## src/rtl/a20rst_pkg.sv

```systemverilog
package a20rst_pkg;

  // Strobes from the control decoder to the datapath, valid for one cycle.
  typedef struct packed {
    logic gateWr;   // write to the gate register
    logic gateVal;  // value to be written
    logic fastRst;  // fast-reset request
    logic cmdRst;   // reset command accepted on the command port
    logic shutRst;  // shutdown bus cycle seen
  } a20_strobe_t;

endpackage

```

## src/rtl/a20rst_ctrl.sv

```systemverilog
module a20rst_ctrl
  import a20rst_pkg::*;
#(
  parameter logic [15:0] GATE_PORT     = 16'h0090,
  parameter logic [15:0] FAST_PORT     = 16'h0094,
  parameter logic [15:0] CMD_PORT      = 16'h0098,
  parameter logic [7:0]  RESET_CMD     = 8'hFE,
  parameter logic [2:0]  SHUTDOWN_CODE = 3'b101
) (
  input  logic        ioWrEn,
  input  logic [15:0] ioAddr,
  input  logic [7:0]  ioData,
  input  logic [2:0]  busStatus,
  output a20_strobe_t strobe
);

  logic hitGate;
  logic hitFast;
  logic hitCmd;

  assign hitGate = ioWrEn && (ioAddr == GATE_PORT);
  assign hitFast = ioWrEn && (ioAddr == FAST_PORT);
  assign hitCmd  = ioWrEn && (ioAddr == CMD_PORT);

  always_comb begin
    strobe.gateWr  = hitGate;
    strobe.gateVal = ioData[0];
    strobe.fastRst = hitFast && ioData[0];
    strobe.cmdRst  = hitCmd && (ioData == RESET_CMD);
    strobe.shutRst = (busStatus == SHUTDOWN_CODE);
  end

endmodule

```

## src/rtl/a20rst_dp.sv

```systemverilog
module a20rst_dp
  import a20rst_pkg::*;
#(
  parameter int PULSE_LEN = 16,
  parameter int CMD_DELAY = 400
) (
  input  logic        clk,
  input  logic        sysRstN,
  input  a20_strobe_t strobe,
  input  logic        cpuA20,
  output logic        busA20,
  output logic        cpuReset
);

  localparam int PULSE_W = $clog2(PULSE_LEN + 1);
  localparam int DLY_W   = $clog2(CMD_DELAY + 1);

  logic               gateEn;
  logic [PULSE_W-1:0] pulseCnt;
  logic [DLY_W-1:0]   delayCnt;
  logic               cmdFire;
  logic               anyTrig;
  logic               pulseIdle;

  // Gate flag: cleared only by the power-on reset.
  always_ff @(posedge clk) begin
    if (!sysRstN) begin
      gateEn <= 1'b0;
    end else if (strobe.gateWr) begin
      gateEn <= strobe.gateVal;
    end
  end

  assign busA20 = cpuA20 & gateEn;

  // Command path: a delay counter that fires on its last count.
  assign cmdFire = (delayCnt == DLY_W'(1));

  always_ff @(posedge clk) begin
    if (!sysRstN) begin
      delayCnt <= '0;
    end else if (delayCnt != '0) begin
      delayCnt <= delayCnt - DLY_W'(1);
    end else if (strobe.cmdRst) begin
      delayCnt <= DLY_W'(CMD_DELAY);
    end
  end

  // Pulse generator: a trigger is accepted only while idle.
  assign pulseIdle = (pulseCnt == '0);
  assign anyTrig   = strobe.fastRst | strobe.shutRst | cmdFire;

  always_ff @(posedge clk) begin
    if (!sysRstN) begin
      pulseCnt <= '0;
    end else if (!pulseIdle) begin
      pulseCnt <= pulseCnt - PULSE_W'(1);
    end else if (anyTrig) begin
      pulseCnt <= PULSE_W'(PULSE_LEN);
    end
  end

  assign cpuReset = !pulseIdle;

endmodule

```

## src/rtl/a20_reset_ctl.sv

```systemverilog
module a20_reset_ctl
  import a20rst_pkg::*;
#(
  parameter int          PULSE_LEN     = 16,
  parameter int          CMD_DELAY     = 400,
  parameter logic [15:0] GATE_PORT     = 16'h0090,
  parameter logic [15:0] FAST_PORT     = 16'h0094,
  parameter logic [15:0] CMD_PORT      = 16'h0098,
  parameter logic [7:0]  RESET_CMD     = 8'hFE,
  parameter logic [2:0]  SHUTDOWN_CODE = 3'b101
) (
  input  logic        clk,
  input  logic        sysRstN,
  input  logic        cpuA20,
  input  logic        ioWrEn,
  input  logic [15:0] ioAddr,
  input  logic [7:0]  ioData,
  input  logic [2:0]  busStatus,
  output logic        busA20,
  output logic        cpuReset
);

  a20_strobe_t strobe;

  a20rst_ctrl #(
    .GATE_PORT    (GATE_PORT),
    .FAST_PORT    (FAST_PORT),
    .CMD_PORT     (CMD_PORT),
    .RESET_CMD    (RESET_CMD),
    .SHUTDOWN_CODE(SHUTDOWN_CODE)
  ) u_ctrl (
    .ioWrEn   (ioWrEn),
    .ioAddr   (ioAddr),
    .ioData   (ioData),
    .busStatus(busStatus),
    .strobe   (strobe)
  );

  a20rst_dp #(
    .PULSE_LEN(PULSE_LEN),
    .CMD_DELAY(CMD_DELAY)
  ) u_dp (
    .clk     (clk),
    .sysRstN (sysRstN),
    .strobe  (strobe),
    .cpuA20  (cpuA20),
    .busA20  (busA20),
    .cpuReset(cpuReset)
  );

endmodule

```

## config.mk

```make
export PLATFORM = sky130hd
export DESIGN_NAME = a20_reset_ctl
export DESIGN_NICKNAME = d
export VERILOG_FILES = /design/src/rtl/a20rst_pkg.sv /design/src/rtl/a20rst_ctrl.sv /design/src/rtl/a20rst_dp.sv /design/src/rtl/a20_reset_ctl.sv
export SDC_FILE = /design/constraint.sdc
export NUM_CORES = 1
export LEC_CHECK = 0
export BUFFER_PORTS_ARGS = -buffer_cell sky130_fd_sc_hd__buf_2
export CAP_MARGIN = 40
export CORE_MARGIN = 1
export CORE_UTILIZATION = 30
export CTS_CLUSTER_SIZE = 24
export DETAILED_ROUTE_END_ITERATION = 7
export PLACE_DENSITY = 0.56
export SKIP_LAST_GASP = 1
export SYNTH_ARGS = -nofsm -noshare
export SYNTH_HDL_FRONTEND = slang
export SYNTH_HIERARCHICAL = 1
export SYNTH_SLANG_ARGS = --single-unit
```

## constraint.sdc

```tcl
create_clock -name clk -period 1.6 [get_ports clk]
set_clock_uncertainty 0.05 [all_clocks]
set_input_delay 0.24 -clock clk [delete_from_list [all_inputs] [get_ports clk]]
set_output_delay 0.24 -clock clk [all_outputs]
set_load 0.05 [all_outputs]
```

Word level (Yosys, flattened, before mapping)
Index checks and enable logic that the tools add are counted.
- register bits after elaboration: 15
- input bits: 31
- output and inout bits: 2
- word-level logic and storage cells: 28
- add/sub/neg operators: 2
- equality and inequality tests: 7
- mux-type cells: 4
- bitwise operators: 3
- reductions and logical operators: 9
- operator list (cell ; number):
    16-bit by 8-bit equality test with 1-bit output (second input constant) ; 3
    9-bit two-way mux ; 2
    5-bit two-way mux ; 2
    9-bit by 1-bit equality test with 1-bit output (second input constant) ; 1
    9-bit nonzero test ; 1
    9-bit by 1-bit subtractor with 9-bit output (second input constant) ; 1
    8-bit equality test (second input constant) ; 1
    1-bit logical AND ; 5
    5-bit logical NOT ; 1
    5-bit by 1-bit subtractor with 5-bit output (second input constant) ; 1
    3-bit equality test (second input constant) ; 1
    2-bit by 1-bit inequality test with 1-bit output (second input constant) ; 1
    1-bit OR ; 2
    2-bit nonzero test ; 1
    1-bit AND ; 1
    1-bit logical NOT ; 1

Longest topological paths before layout
Gate-level depths: netlist (run 1).
- word-level depth: 7
- mapped depth: 6
- mapped depth without buffers: 6

Hierarchy
Netlist (run 1), hierarchy kept.
- modules (own cells, without submodules) (module ; instances ; cells an instance ; area an instance (µm²) ; sequential area each (µm²)):
    a20rst_dp ; 1 ; 90 ; 847.1 ; 300.3
    a20rst_ctrl ; 1 ; 19 ; 142.6 ; 0.0

Least setup slack after synthesis (run 1)
No wires, ideal clock.
- kind: register to register
- from: reg u_dp.pulseCnt[1]
- to: reg u_dp.pulseCnt[4]
- setup time: 115 ps
- data arrival time: 1643 ps
- data required time: 1435 ps
- setup slack: -208 ps
- cell stages (with the launch flop): 6
- path buffers: 0
- clock period less this slack: 1808 ps
- cells stage by stage: dfxtp_1 -> inv_1 -> ha_1 -> or4b_4 -> a2111o_1 -> and3_1
- longest elaborated chain between the ends: 2
- elaborated cells between the ends (all ways): 4
- those cells by class: 1 x add/sub; 1 x eq/ne; 1 x mux; 1 x reduce/logical
- ends and longest elaborated chain (item ; line ; text):
    start, declared ; a20rst_dp.sv:19 ; logic [PULSE_W-1:0] pulseCnt;
    start signal, assigned ; a20rst_dp.sv:57 ; pulseCnt <= pulseCnt - PULSE_W'(1);
    start signal, assigned ; a20rst_dp.sv:59 ; pulseCnt <= PULSE_W'(PULSE_LEN);
    5-bit by 1-bit subtractor with 5-bit output or 5-bit logical NOT (tied branches) ; a20rst_dp.sv:57, a20rst_dp.sv:50 ;
    5-bit two-way mux or 2-bit by 1-bit inequality test with 1-bit output (tied branches) ; -- ;
Parallel ways exist; a longest one is shown, timed or not.
A chain may end at the register's enable or synchronous reset.

Final worst setup path (run 1)
- from: reg u_dp.pulseCnt[1]
- to: out cpuReset
- longest elaborated chain between the ends: 2
- ends and longest elaborated chain (item ; line ; text):
    5-bit logical NOT ; a20rst_dp.sv:50 ; assign pulseIdle = (pulseCnt == '0);
    1-bit logical NOT ; -- ;
    end, declared ; a20_reset_ctl.sv:20 ; output logic cpuReset
No other way between the ends.

==> results of run 1 <==
flip-flops by register name (all words and copies together) (netlist names):
register / cells
u_dp/gateEn: 1
u_dp/delayCnt: 9
u_dp/pulseCnt: 5
power breakdown:
part	switching [mW]	total [mW]	internal [mW]
combinational	1.04	2.16	1.12
sequential	0.163	0.715	0.551
clock	0.128	0.221	0.0927
total	1.33	3.10	1.77
synth_stat cells, types with 2 or more instances:
cell type                  count
sky130_fd_sc_hd__dfxtp_1      15
sky130_fd_sc_hd__nand2_1       8
sky130_fd_sc_hd__nor2_1        8
sky130_fd_sc_hd__inv_1         7
sky130_fd_sc_hd__a21oi_1       5
sky130_fd_sc_hd__ha_1          4
sky130_fd_sc_hd__nand3_1       3
sky130_fd_sc_hd__nor3_1        3
sky130_fd_sc_hd__nor4_1        3
sky130_fd_sc_hd__a31oi_1       2
sky130_fd_sc_hd__buf_4         2
sky130_fd_sc_hd__buf_6         2
sky130_fd_sc_hd__mux2i_1       2
sky130_fd_sc_hd__nand2b_1      2
sky130_fd_sc_hd__nand4_1       2
sky130_fd_sc_hd__nand4b_1      2
sky130_fd_sc_hd__nor4_2        2
sky130_fd_sc_hd__nor4b_1       2
sky130_fd_sc_hd__o21a_1        2
sky130_fd_sc_hd__o21ai_0       2
sky130_fd_sc_hd__o31ai_1       2
sky130_fd_sc_hd__o41ai_1       2
sky130_fd_sc_hd__xnor2_1       2
critical path, delay by kind of cell, from the launching register on:
family,cells,cell delay [ns]
simple gates,1,0.46
buf+inv,3,0.34
flops,1,0.34
fa+ha+maj,1,0.12
worst max path at each step:
stage / start / end / slack [ns]
3_5_place_dp: u_dp/delayCnt[0] / u_dp/delayCnt[4] / -0.06
6_report: u_dp/pulseCnt[1] / cpuReset / -0.23
3_3_place_gp: u_dp/pulseCnt[0] / u_dp/pulseCnt[1] / -0.02
5_1_grt: u_dp/pulseCnt[1] / cpuReset / -0.29
4_1_cts: u_dp/pulseCnt[1] / cpuReset / -0.23
2_1_floorplan: u_dp/pulseCnt[0] / u_dp/pulseCnt[4] / -0.16
area by class of cell:
class | instances | area, um2
fillers | 306 | 1640
multi-input cells | 81 | 711
repair buffers | 54 | 339
flip-flops and latches | 15 | 308
well taps | 44 | 55.1
inverters | 7 | 26.3
clock buffers | 3 | 22.5
clock inverters | 1 | 5.00
repair_timing:
action                     4_1_cts  5_1_grt
setup endpoints to repair        6       12
setup buffers                    2        2
resized for setup                7       17
pin swaps                        0        5
per-layer routing:
| metal | routed length [um] | vias up | GRT usage [%] |
|---|---|---|---|
| met5 | 0 | - | 0 |
| met4 | 15 | 0 | 9.18 |
| met3 | 37 | 2 | 3.06 |
| met2 | 1390 | 7 | 28.3 |
| met1 | 1130 | 472 | 19.3 |
| li1 | - | 520 | - |
stage by stage:
stage	util [%]	setup TNS, ns	hold slack [ns]	total power [mW]
after floorplan	-	-0.373	0.402	1.86
after global placement	42.1	-0.0315	0.423	2.41
after detailed placement	42.1	-0.201	0.436	2.44
after CTS	44.6	-0.745	0.176	2.85
after global routing	47.3	-0.963	0.180	3.32
final	47.3	-0.723	0.178	3.10
cells in the final DEF, fill, tap and decap left out, types with 3 or more instances in the layout:
cell / netlist / layout
sky130_fd_sc_hd__nor3_1: 3 / 3
sky130_fd_sc_hd__nand2_1: 8 / 8
sky130_fd_sc_hd__inv_2: 0 / 4
sky130_fd_sc_hd__dfxtp_1: 15 / 11
sky130_fd_sc_hd__buf_4: 2 / 21
sky130_fd_sc_hd__dfxtp_2: 0 / 3
sky130_fd_sc_hd__a21oi_1: 5 / 5
sky130_fd_sc_hd__buf_2: 1 / 31
sky130_fd_sc_hd__clkbuf_4: 0 / 3
sky130_fd_sc_hd__inv_1: 7 / 3
sky130_fd_sc_hd__nor2_1: 8 / 8
sky130_fd_sc_hd__nand3_1: 3 / 3
kinds of logic after synthesis:
group | share of synthesized area, %
muxes | 2.02
DFF | 30.3
buffers and inverters | 7.33
adders and majority gates | 5.06
xor gates and xnor gates | 2.66
AOI/OAI and AO/OA | 18.7
and+or+nand+nor | 33.9
==> out/results.env, run 1 <==
IRDROPWORSTVDD_mV=1.12
SYNTH-SEQ-AREA-SHARE_PCT=30.3
CLK_PATH_BUF_DEPTH=2
WORSTSKEWPAIRLATENCY_NS=0.29
TIMING.HOLD.WORST_PATH_DEPTH=3
DETAIL_ROUTE.ITER0.VIOLATIONS=35
FP-ROW-COUNT=20
POST-SYNTH-TOP-AREA-CELL='sky130_fd_sc_hd__dfxtp_1'
SETUP_VIOL_COUNT_FINAL=4
CLOCK_TREE_FROM_TRITONCTS='done'
GPL.FINAL_WEIGHTED_CONGESTION=0.830
FAILED_CHECKS='negative setup slack'
TOTALWIRELENGTH_MM=2.57
BOUNDARYPINS=33
POWER-PER-CELL-AREA_nW_PER_UM2=2110
SUMMED_AREA_OF_NON_FILLER_CELLS_IN_THE_FINAL_LAYOUT_UM2=1470
ANTENNA_CELLS_INSERTED=0
SETUP.WORST_PATH.CLASS='flop to output port'
NUMPLACEDINSTANCES=197
DRV_CAP=0
SYNTHESIS.AREA_UM2=990
NETLIST_CELL_TYPES=48
DRC=0
NUMPORTBUFFERS=32
CTS_NUM_SINKS=15
WORST_HOLD_PATH_TYPE='input pin to flop'
SLOWEST_STAGE='sky130_fd_sc_hd__or4b_4'
HTREEDEPTH=1
HOLD_BUFFERS=0
REGISTER_TO_REGISTER_PATH_SETUP_SLACK_NS=-0.19
GLOBALROUTETOTALUTIL_PCT=16.5
FINAL_MIN_PERIOD_OVER_CLOCK_PERIOD_PCT=114
MAX_CLOCK_FREQ_MHz=546
CRITICAL_PATH.STARTPOINT_TYPE='flop'
GRT-OVFL-TOTAL=0
NUM_VIAS=1001
GRT_MAX_DEGREE=10
CORE-AREA_UM2=3100
DIE-AREA_UM2=3530
CRITICAL-PATH-MAX-STAGE-DELAY_NS=0.46
SYNTH_TOP_CELL_AREA_SHARE_PCT=30.3
REQUIRED_TIME_WORST_ENDPOINT_NS=1.31
GRT_SETUP_UNREPAIRED='yes'
DRTPASS1ITERATIONS=3
DIE_WIDTH_UM=59.4
DRT-WIRELENGTH-PER-CELL_UM=12.5
EFFECTIVE_UTILIZATION_AT_FLOORPLAN_PCT=31.9
ROUTE.ANTENNA.REMAINING_NETS=0
NETLIST_TOP_CELLS_AREA='sky130_fd_sc_hd__dfxtp_1, sky130_fd_sc_hd__ha_1, sky130_fd_sc_hd__nand2_1'
INSERTED_CLOCK_BUFFERS=3
LAYOUT_CELL_SHARE_WITH_DRIVE_STRENGTH_BEYOND_1_PCT=54.0
FINAL_CRITICAL_PATH_SETUP_SLACK_NS=-0.232
TOTAL_LEAKAGE_POWER_nW=0.616
CTS-ROOT-BUF='sky130_fd_sc_hd__clkbuf_4'
SYN_TO_FINAL_GROWTH_PCT=48.2
GRT_PASS1_VIAS=1033
HOLDCRITSTARTPOINT='ioData[0]'
SYN-INSTANCE-COUNT=109
FINAL-INSTANCE-COUNT-EXCL-FILL=205
WHS_ENDPOINT='u_dp/gateEn'
DETAILEDPLACEMENTHPWL_MM=1.94
TIMING.FINAL.CRIT_PERIOD_NS=1.83
RELSLEWSLACK_PCT=65.6
YOSYS_REGISTER_BITS=15
WORSTPATHCELLLIST='inv_2 -> ha_4 -> or4b_4 -> buf_6 -> buf_8'
CRITICAL_PATH_ENDPOINT_CATEGORY='output port'
PLACE_AREA_UM2=1310
VIAS_PER_CELL=4.88
WORST-SLEW-PIN-TRANSITION_NS=0.513
CRITICAL_PATH.REG2REG.STARTPOINT='u_dp/pulseCnt[1]'
TIMING.FINAL.HOLD_VIOLATIONS=0
TIMING.CRITICAL_PATH.ARRIVAL_NS=1.54
SYNTH_EDF_COUNT=0
SYNTH_FP_NETS=144
FINAL_NETS=197
REG2REG_DEPTH=6
AVGSYNTHCELLAREA_UM2=9.08
CRIT_FANOUT=2
ANTENNA_FOUND_INITIAL=0
YS.FLOP_TYPE='sky130_fd_sc_hd__dfxtp_1'
CTS.CLK_SLEW.WORST_PATHS_NS=0.10
GRT_FIRST_PASS_WIRELENGTH_MM=4.39
REGTOREGENDPOINT='u_dp/pulseCnt[4]'
RESULT_OF_THE_RUN='complete, but fails checks'
SHARE_OF_ASYNC_SETTABLE_OR_ASYNC_RESETTABLE_FLOPS_AFTER_SYNTHESIS_PCT=0
SYNTH-WARNING-COUNT=6
DIE_HEIGHT_UM=59.4
PRE_CTS_SLACK_NS=-0.0633
PINS_OVER_SLEW_LIMIT=0
No activity file was read; power rests on OpenSTA's default activity.
==> inputs of run 2 (changes only) <==
- ABC_AREA: unset -> 1
- MAX_ROUTING_LAYER: unset -> met4
- PLACE_DENSITY: 0.56 -> 0.55
- SKIP_CTS_REPAIR_TIMING: unset -> 1
==> out/results.env, run 2 <==
CLK_PATH_BUF_DEPTH=2  # unchanged
DIE-AREA_UM2=3910  # +11%
GLOBALROUTETOTALUTIL_PCT=13.1  # -3.5 points
YS.FLOP_TYPE='sky130_fd_sc_hd__dfxtp_1'
SYN_TO_FINAL_GROWTH_PCT=22.2
FINAL_NETS=240  # +22%
DIE_WIDTH_UM=62.5  # +5.2%
CRIT_FANOUT=7  # +5
WORSTPATHCELLLIST='inv_1 -> ha_4 -> nand3_4 -> buf_6'
CRITICAL-PATH-MAX-STAGE-DELAY_NS=0.37  # -0.09 ns
SYNTH_EDF_COUNT=0  # unchanged
EFFECTIVE_UTILIZATION_AT_FLOORPLAN_PCT=32.2  # +0.30 points
TOTALWIRELENGTH_MM=2.26  # -12%
NETLIST_TOP_CELLS_COUNT='sky130_fd_sc_hd__nand2_1, sky130_fd_sc_hd__inv_1, sky130_fd_sc_hd__nor2_1, sky130_fd_sc_hd__dfxtp_1, sky130_fd_sc_hd__nand3_1'
FINAL.FILL_COUNT=395  # +29%
NUM_VIAS=1068  # +6.7%
DIE_HEIGHT_UM=62.5  # +5.2%
FP-ROW-COUNT=21  # +5.0%
IRDROPWORSTVDD_mV=0.462  # -59%
POST-SYNTH-TOP-COUNT-CELL='sky130_fd_sc_hd__nand2_1'
POST-SYNTH-TOP-AREA-CELL='sky130_fd_sc_hd__dfxtp_1'
SYNTH_FP_NETS=206  # +43%
REQUIRED_TIME_WORST_ENDPOINT_NS=1.31  # about the same
FINAL_COMMON_CELL='sky130_fd_sc_hd__nand2_1'
TIMING.CRITICAL_PATH.ARRIVAL_NS=1.23  # -0.31 ns
DRV_CAP=0  # unchanged
ROUTE.ANTENNA.REMAINING_NETS=0  # unchanged
P_INT_mW=1.24  # -30%
DRC=0  # unchanged
CTS_NUM_SINKS=15  # unchanged
CRITICAL_PATH.REG2REG.STARTPOINT='u_dp/delayCnt[0]'
SYNTH_TOP_CELL_AREA_SHARE_PCT=27.3  # -3.0 points
GPL.FINAL_WEIGHTED_CONGESTION=0.762  # -8.2%
CORE-AREA_UM2=3420  # +10%
DRTPASS1ITERATIONS=4  # +1
GRT_FIRST_PASS_WIRELENGTH_MM=3.97  # -9.6%
REGMOSTFLOPS='u_dp/delayCnt'
SUMMED_AREA_OF_NON_FILLER_CELLS_IN_THE_FINAL_LAYOUT_UM2=1340  # -8.4%
ANTENNA_FOUND_INITIAL=0  # unchanged
HTREEDEPTH=1  # unchanged
SYN-INSTANCE-COUNT=171  # +57%
GRT_MAX_DEGREE=10  # unchanged
LAYOUT_CELL_SHARE_WITH_DRIVE_STRENGTH_BEYOND_1_PCT=27.9  # -26 points
FINAL-INSTANCE-COUNT-EXCL-FILL=250  # +22%
WORST-SLEW-PIN-TRANSITION_NS=0.250  # -0.263 ns
TIMING.FINAL.HOLD_VIOLATIONS=0  # unchanged
PLACE_AREA_UM2=1300  # -0.77%
GRT_PASS1_VIAS=978  # -5.3%
FINAL_CRITICAL_PATH_SETUP_SLACK_NS=0.0769  # +0.309 ns
RESULT_OF_THE_RUN='finished, final reports clean'
CRITICAL_PATH.STARTPOINT_TYPE='flop'
PWR-SHARE-COMB_PCT=64.6  # -5.2 points
CRITICAL_PATH_ENDPOINT_CATEGORY='output port'
LAYOUT_COMMON_CELLS='sky130_fd_sc_hd__nand2_1, sky130_fd_sc_hd__buf_2, sky130_fd_sc_hd__inv_1'
NUMPORTBUFFERS=32  # unchanged
SYNTH-WARNING-COUNT=6  # unchanged
WORSTSKEWPAIRLATENCY_NS=0.29  # about the same
WORST_HOLD_PATH_TYPE='input pin to flop'
DETAIL_ROUTE.ITER0.VIOLATIONS=60  # +71%
CTS-ROOT-BUF='sky130_fd_sc_hd__clkbuf_4'
DETAILEDPLACEMENTHPWL_MM=1.87  # -3.7%
FINAL_MIN_PERIOD_OVER_CLOCK_PERIOD_PCT=95.2  # -19 points
TOTAL_LEAKAGE_POWER_nW=0.704  # +14%
SETUP.WORST_PATH.CLASS='flop to output port'
PWR-SHARE-CLK_PCT=8.9  # +1.8 points
PRE_CTS_SLACK_NS=0.206  # +0.270 ns
POWER_FRAC_SEQ_PCT=26.5  # +3.4 points
SHARE_OF_THE_CORE_FILLED_WITH_CELLS_PCT=39.3  # -7.9 points
RELSLEWSLACK_PCT=83.3  # +18 points
SWITCHING_SHARE_PCT=51.5  # +8.5 points
NUMPLACEDINSTANCES=246  # +25%
GRT-OVFL-TOTAL=0  # unchanged
AVGSYNTHCELLAREA_UM2=6.43  # -29%
CTS.CLK_SLEW.WORST_PATHS_NS=0.10  # about the same
INSERTED_CLOCK_BUFFERS=3  # unchanged
REG_TOP3='u_dp/delayCnt: 9 flops, u_dp/pulseCnt: 5 flops, u_dp/gateEn: 1 flops'
SETUP_VIOL_COUNT_FINAL=0  # -4
FINALHOLDWORSTSLACK_NS=0.147  # -0.0313 ns
TIMING.FINAL.CRIT_PERIOD_NS=1.52  # -0.309 ns
CLOCK_TREE_FROM_TRITONCTS='done'
BOUNDARYPINS=33  # unchanged
SLOWEST_STAGE='sky130_fd_sc_hd__dfxtp_1'
NUMBER_OF_FLIP_FLOPS_IN_THE_LARGEST_REGISTER=9  # unchanged
ANTENNA_CELLS_INSERTED=0  # unchanged
NETLIST_TOP_CELLS_AREA='sky130_fd_sc_hd__dfxtp_1, sky130_fd_sc_hd__nand2_1, sky130_fd_sc_hd__inv_1'
SYNTH-SEQ-AREA-SHARE_PCT=27.3  # -3.0 points
DESIGN_POWER_TOTAL_mW=2.56  # -17%
HOLDCRITSTARTPOINT='ioData[0]'
NETLIST_CELL_TYPES=25  # -48%
YOSYS_REGISTER_BITS=15  # unchanged
POWER-PER-CELL-AREA_nW_PER_UM2=1910  # -9.8%
DRT-WIRELENGTH-PER-CELL_UM=9.03  # -28%
SHARE_OF_ASYNC_SETTABLE_OR_ASYNC_RESETTABLE_FLOPS_AFTER_SYNTHESIS_PCT=0  # unchanged
MAX_CLOCK_FREQ_MHz=657  # +20%
WORSTSETUPSTARTPOINT='u_dp/pulseCnt[1]'
PINS_OVER_SLEW_LIMIT=0  # unchanged
SETUP_TOTAL_NEGATIVE_SLACK_NS=0  # +0.723 ns
SYNTHESIS.AREA_UM2=1100  # +11%
VIAS_PER_CELL=4.27  # -13%
P_SWITCHING_mW=1.32  # -1.1%
-- run 2: changes by cell type in the layout (fill, tap and decap cells not counted), sizes merged, moves of 4 or more --
cell / change
nand2: +33
nor2: +28
inv: +26
buf: -22
nand3: +13
a21oi: +6
nor4: -4
o21ai: +4
-- run 2: cells by family (layout without fill, tap and decap cells) --
kind of cell | after synthesis | after routing | synth area share [%]
AOI/OAI and AO/OA | 17 | 17 | 8.42
xor gates and xnor gates | 1 | 1 | 0.797
adders and majority gates | 4 | 4 | 4.55
buffers and inverters | 36 | 69 | 13.5
DFF | 15 | 15 | 27.3
and+or+nand+nor | 98 | 98 | 45.4
-- run 2: worst max-delay path: cells and delay by family (launching register included) --
family	cells	cell delay [ns]
flops	1	0.37
buf+inv	2	0.26
fa+ha+maj	1	0.18
simple gates	1	0.13
-- run 2: power groups by stage --
stage	clock network (mW)	logic, mW	registers (mW)
after floorplan	0	1.34	0.650
after global placement	0	1.60	0.686
after detailed placement	0	1.60	0.682
after CTS	0.238	1.60	0.674
after global routing	0.250	1.88	0.702
final	0.229	1.65	0.678
-- run 2: final timing paths --
| kind | to | slack [ns] | cells past startpoint |
|---|---|---|---|
| max | cpuReset | 0.08 | 4 |
| min | u_dp/gateEn | 0.15 | 3 |
| max reg2reg | u_dp/delayCnt[0] | 0.23 | 7 |
| min reg2reg | u_dp/pulseCnt[0] | 0.44 | 1 |
-- run 2: per-layer routing --
| metal | vias to the layer above | GRT usage [%] | wire, um |
|---|---|---|---|
| li1 | 586 | - | - |
| met1 | 446 | 17.1 | 1140 |
| met2 | 34 | 19.8 | 979 |
| met3 | 2 | 1.09 | 120 |
| met4 | 0 | 6.98 | 21 |
| met5 | - | - | 0 |
-- run 2: cell type report --
| class | instances | area (um2) | area share, % |
|---|---|---|---|
| multi-input combinational | 120 | 663 | 49.3 |
| sequential | 15 | 300 | 22.3 |
| timing repair buffer | 32 | 166 | 12.4 |
| inverter | 33 | 129 | 9.59 |
| tap | 46 | 57.6 | 4.28 |
| clock buffer | 3 | 22.5 | 1.68 |
| clock inverter | 1 | 5.00 | 0.372 |
==> inputs of run 3 (changes only) <==
- CORE_MARGIN: 1 -> 5
==> out/results.env, run 3 (same netlist as run 2, synthesis figures left out) <==
RESULT_OF_THE_RUN='finished, final reports clean'
NUMPORTBUFFERS=32  # unchanged
SWITCHING_SHARE_PCT=49.4  # -2.1 points
GRT_MAX_DEGREE=10  # unchanged
DIE-AREA_UM2=4980  # +27%
FP-ROW-COUNT=22  # +4.8%
GRT-OVFL-TOTAL=0  # unchanged
FINAL_MIN_PERIOD_OVER_CLOCK_PERIOD_PCT=93.3  # -1.9 points
POWER_FRAC_SEQ_PCT=25.8  # -0.7 points
TIMING.FINAL.HOLD_VIOLATIONS=0  # unchanged
IRDROPWORSTVDD_mV=0.468  # +1.4%
CTS_NUM_SINKS=15  # unchanged
DIE_WIDTH_UM=70.5  # +13%
GPL.FINAL_WEIGHTED_CONGESTION=0.772  # +1.3%
SEQCELLAREA_UM2=300  # unchanged
FINAL_COMMON_CELL='sky130_fd_sc_hd__nand2_1'
VIAS_PER_CELL=4.15  # -2.7%
CRITICAL_PATH.STARTPOINT_TYPE='flop'
NUM_VIAS=1047  # -2.0%
DIE_HEIGHT_UM=70.5  # +13%
SETUP_VIOL_COUNT_FINAL=0  # unchanged
WORSTSKEWPAIRLATENCY_NS=0.24  # -0.05 ns
TIMING.CRITICAL_PATH.ARRIVAL_NS=1.20  # -0.03 ns
RELSLEWSLACK_PCT=83.4  # +0.094 points
DETAILEDPLACEMENTHPWL_MM=1.87  # about the same
CLOCK_TREE_FROM_TRITONCTS='done'
SETUP.WORST_PATH.CLASS='flop to output port'
EFFECTIVE_UTILIZATION_AT_FLOORPLAN_PCT=30.5  # -1.7 points
CRIT_FANOUT=7  # unchanged
P_INT_mW=1.32  # +6.6%
SYN_TO_FINAL_GROWTH_PCT=24.1
GRT_FIRST_PASS_WIRELENGTH_MM=4.04  # +1.9%
POWER-PER-CELL-AREA_nW_PER_UM2=1920  # +0.63%
SETUP_TOTAL_NEGATIVE_SLACK_NS=0  # unchanged
SUMMED_AREA_OF_NON_FILLER_CELLS_IN_THE_FINAL_LAYOUT_UM2=1370  # +1.6%
WORST_HOLD_PATH_TYPE='input pin to flop'
PRE_CTS_SLACK_NS=0.193  # -0.0135 ns
GLOBALROUTETOTALUTIL_PCT=9.98  # -3.1 points
PWR-SHARE-CLK_PCT=11.7  # +2.8 points
DESIGN_POWER_TOTAL_mW=2.62  # +2.2%
PINS_OVER_SLEW_LIMIT=0  # unchanged
HTREEDEPTH=1  # unchanged
FINAL_NETS=240  # unchanged
FINAL.FILL_COUNT=404  # +2.3%
CTS.CLK_SLEW.WORST_PATHS_NS=0.06  # -0.04 ns
PWR-SHARE-COMB_PCT=62.5  # -2.1 points
REQUIRED_TIME_WORST_ENDPOINT_NS=1.31  # about the same
ROUTE.ANTENNA.REMAINING_NETS=0  # unchanged
NUMPLACEDINSTANCES=248  # +0.81%
DRC=0  # unchanged
TOTAL_LEAKAGE_POWER_nW=0.712  # +1.2%
INSERTED_CLOCK_BUFFERS=3  # unchanged
LAYOUT_COMMON_CELLS='sky130_fd_sc_hd__nand2_1, sky130_fd_sc_hd__inv_1, sky130_fd_sc_hd__buf_2'
CRITICAL_PATH_ENDPOINT_CATEGORY='output port'
FINALHOLDWORSTSLACK_NS=0.198  # +0.0514 ns
REGISTER_TO_REGISTER_PATH_SETUP_SLACK_NS=0.20  # -0.03 ns
BOUNDARYPINS=33  # unchanged
REGMOSTFLOPS='u_dp/delayCnt'
CORE-AREA_UM2=3610  # +5.6%
FINAL-INSTANCE-COUNT-EXCL-FILL=252  # +0.80%
ANTENNA_FOUND_INITIAL=0  # unchanged
FINAL_CRITICAL_PATH_SETUP_SLACK_NS=0.107  # +0.0300 ns
MAX_CLOCK_FREQ_MHz=670  # +2.0%
REG_TOP3='u_dp/delayCnt: 9 flops, u_dp/pulseCnt: 5 flops, u_dp/gateEn: 1 flops'
WORST-SLEW-PIN-TRANSITION_NS=0.250  # +0.000586 ns
GRT_SETUP_UNREPAIRED='no'
DETAIL_ROUTE.ITER0.VIOLATIONS=34  # -43%
TOTALWIRELENGTH_MM=2.30  # +1.7%
CLK_PATH_BUF_DEPTH=2  # unchanged
GRT_PASS1_VIAS=999  # +2.1%
DRTPASS1ITERATIONS=5  # +1
P_SWITCHING_mW=1.29  # -1.9%
SHARE_OF_THE_CORE_FILLED_WITH_CELLS_PCT=37.9  # -1.5 points
DRT-WIRELENGTH-PER-CELL_UM=9.12  # +0.92%
MULTI_INPUT_AREA_UM2=663  # unchanged
PLACE_AREA_UM2=1300  # +0.19%
TIMING.FINAL.CRIT_PERIOD_NS=1.49  # -0.0300 ns
ANTENNA_CELLS_INSERTED=0  # unchanged
LAYOUT_CELL_SHARE_WITH_DRIVE_STRENGTH_BEYOND_1_PCT=27.5  # -0.49 points
DRV_CAP=0  # unchanged
CTS-ROOT-BUF='sky130_fd_sc_hd__clkbuf_8'
NUMBER_OF_FLIP_FLOPS_IN_THE_LARGEST_REGISTER=9  # unchanged
-- run 3: cell counts in the layout (fill, tap and decap cells not counted) --
Identical to the previous run, type by type.
-- run 3: path summary, 6_finish.rpt --
kind                          from  depth (start not counted)          endpoint
hold / removal           ioData[0]                          3       u_dp/gateEn
setup reg to reg  u_dp/delayCnt[0]                          9  u_dp/delayCnt[7]
hold reg to reg   u_dp/pulseCnt[0]                          1  u_dp/pulseCnt[0]
setup / recovery  u_dp/pulseCnt[0]                          4          cpuReset
-- run 3: worst max-delay path, cell delays in order (launching register included) --
cell and delay, ns:
sky130_fd_sc_hd__dfxtp_1 0.32, sky130_fd_sc_hd__inv_1 0.14, sky130_fd_sc_hd__ha_4 0.18, sky130_fd_sc_hd__nand3_4 0.13, sky130_fd_sc_hd__buf_6 0.19
-- run 3: final cells by class --
class | count | share of cell area (%)
Clock buffer | 3 | 3.02
Sequential cell | 15 | 22.0
Multi-Input combinational cell | 120 | 48.6
Inverter | 33 | 9.44
Tap cell | 48 | 4.40
Clock inverter | 1 | 0.367
Timing Repair Buffer | 32 | 12.2
-- run 3: power by group through the flow --
stage	clock network [mW]	registers [mW]	logic, mW
2_1_floorplan	0	0.650	1.34
3_3_place_gp	0	0.685	1.58
3_5_place_dp	0	0.685	1.58
4_1_cts	0.324	0.677	1.59
5_1_grt	0.343	0.706	1.85
6_report	0.308	0.675	1.64
-- run 3: metal layers --
layer / vias to the layer above / share of wire [%] / wire length, um / GRT usage, %
met5: - / 0 / 0 / -
met4: 0 / 0.78 / 18 / 2.51
met3: 2 / 6.1 / 139 / 2.56
met2: 30 / 41 / 934 / 14.7
met1: 430 / 52 / 1210 / 13.7
li1: 585 / - / - / -
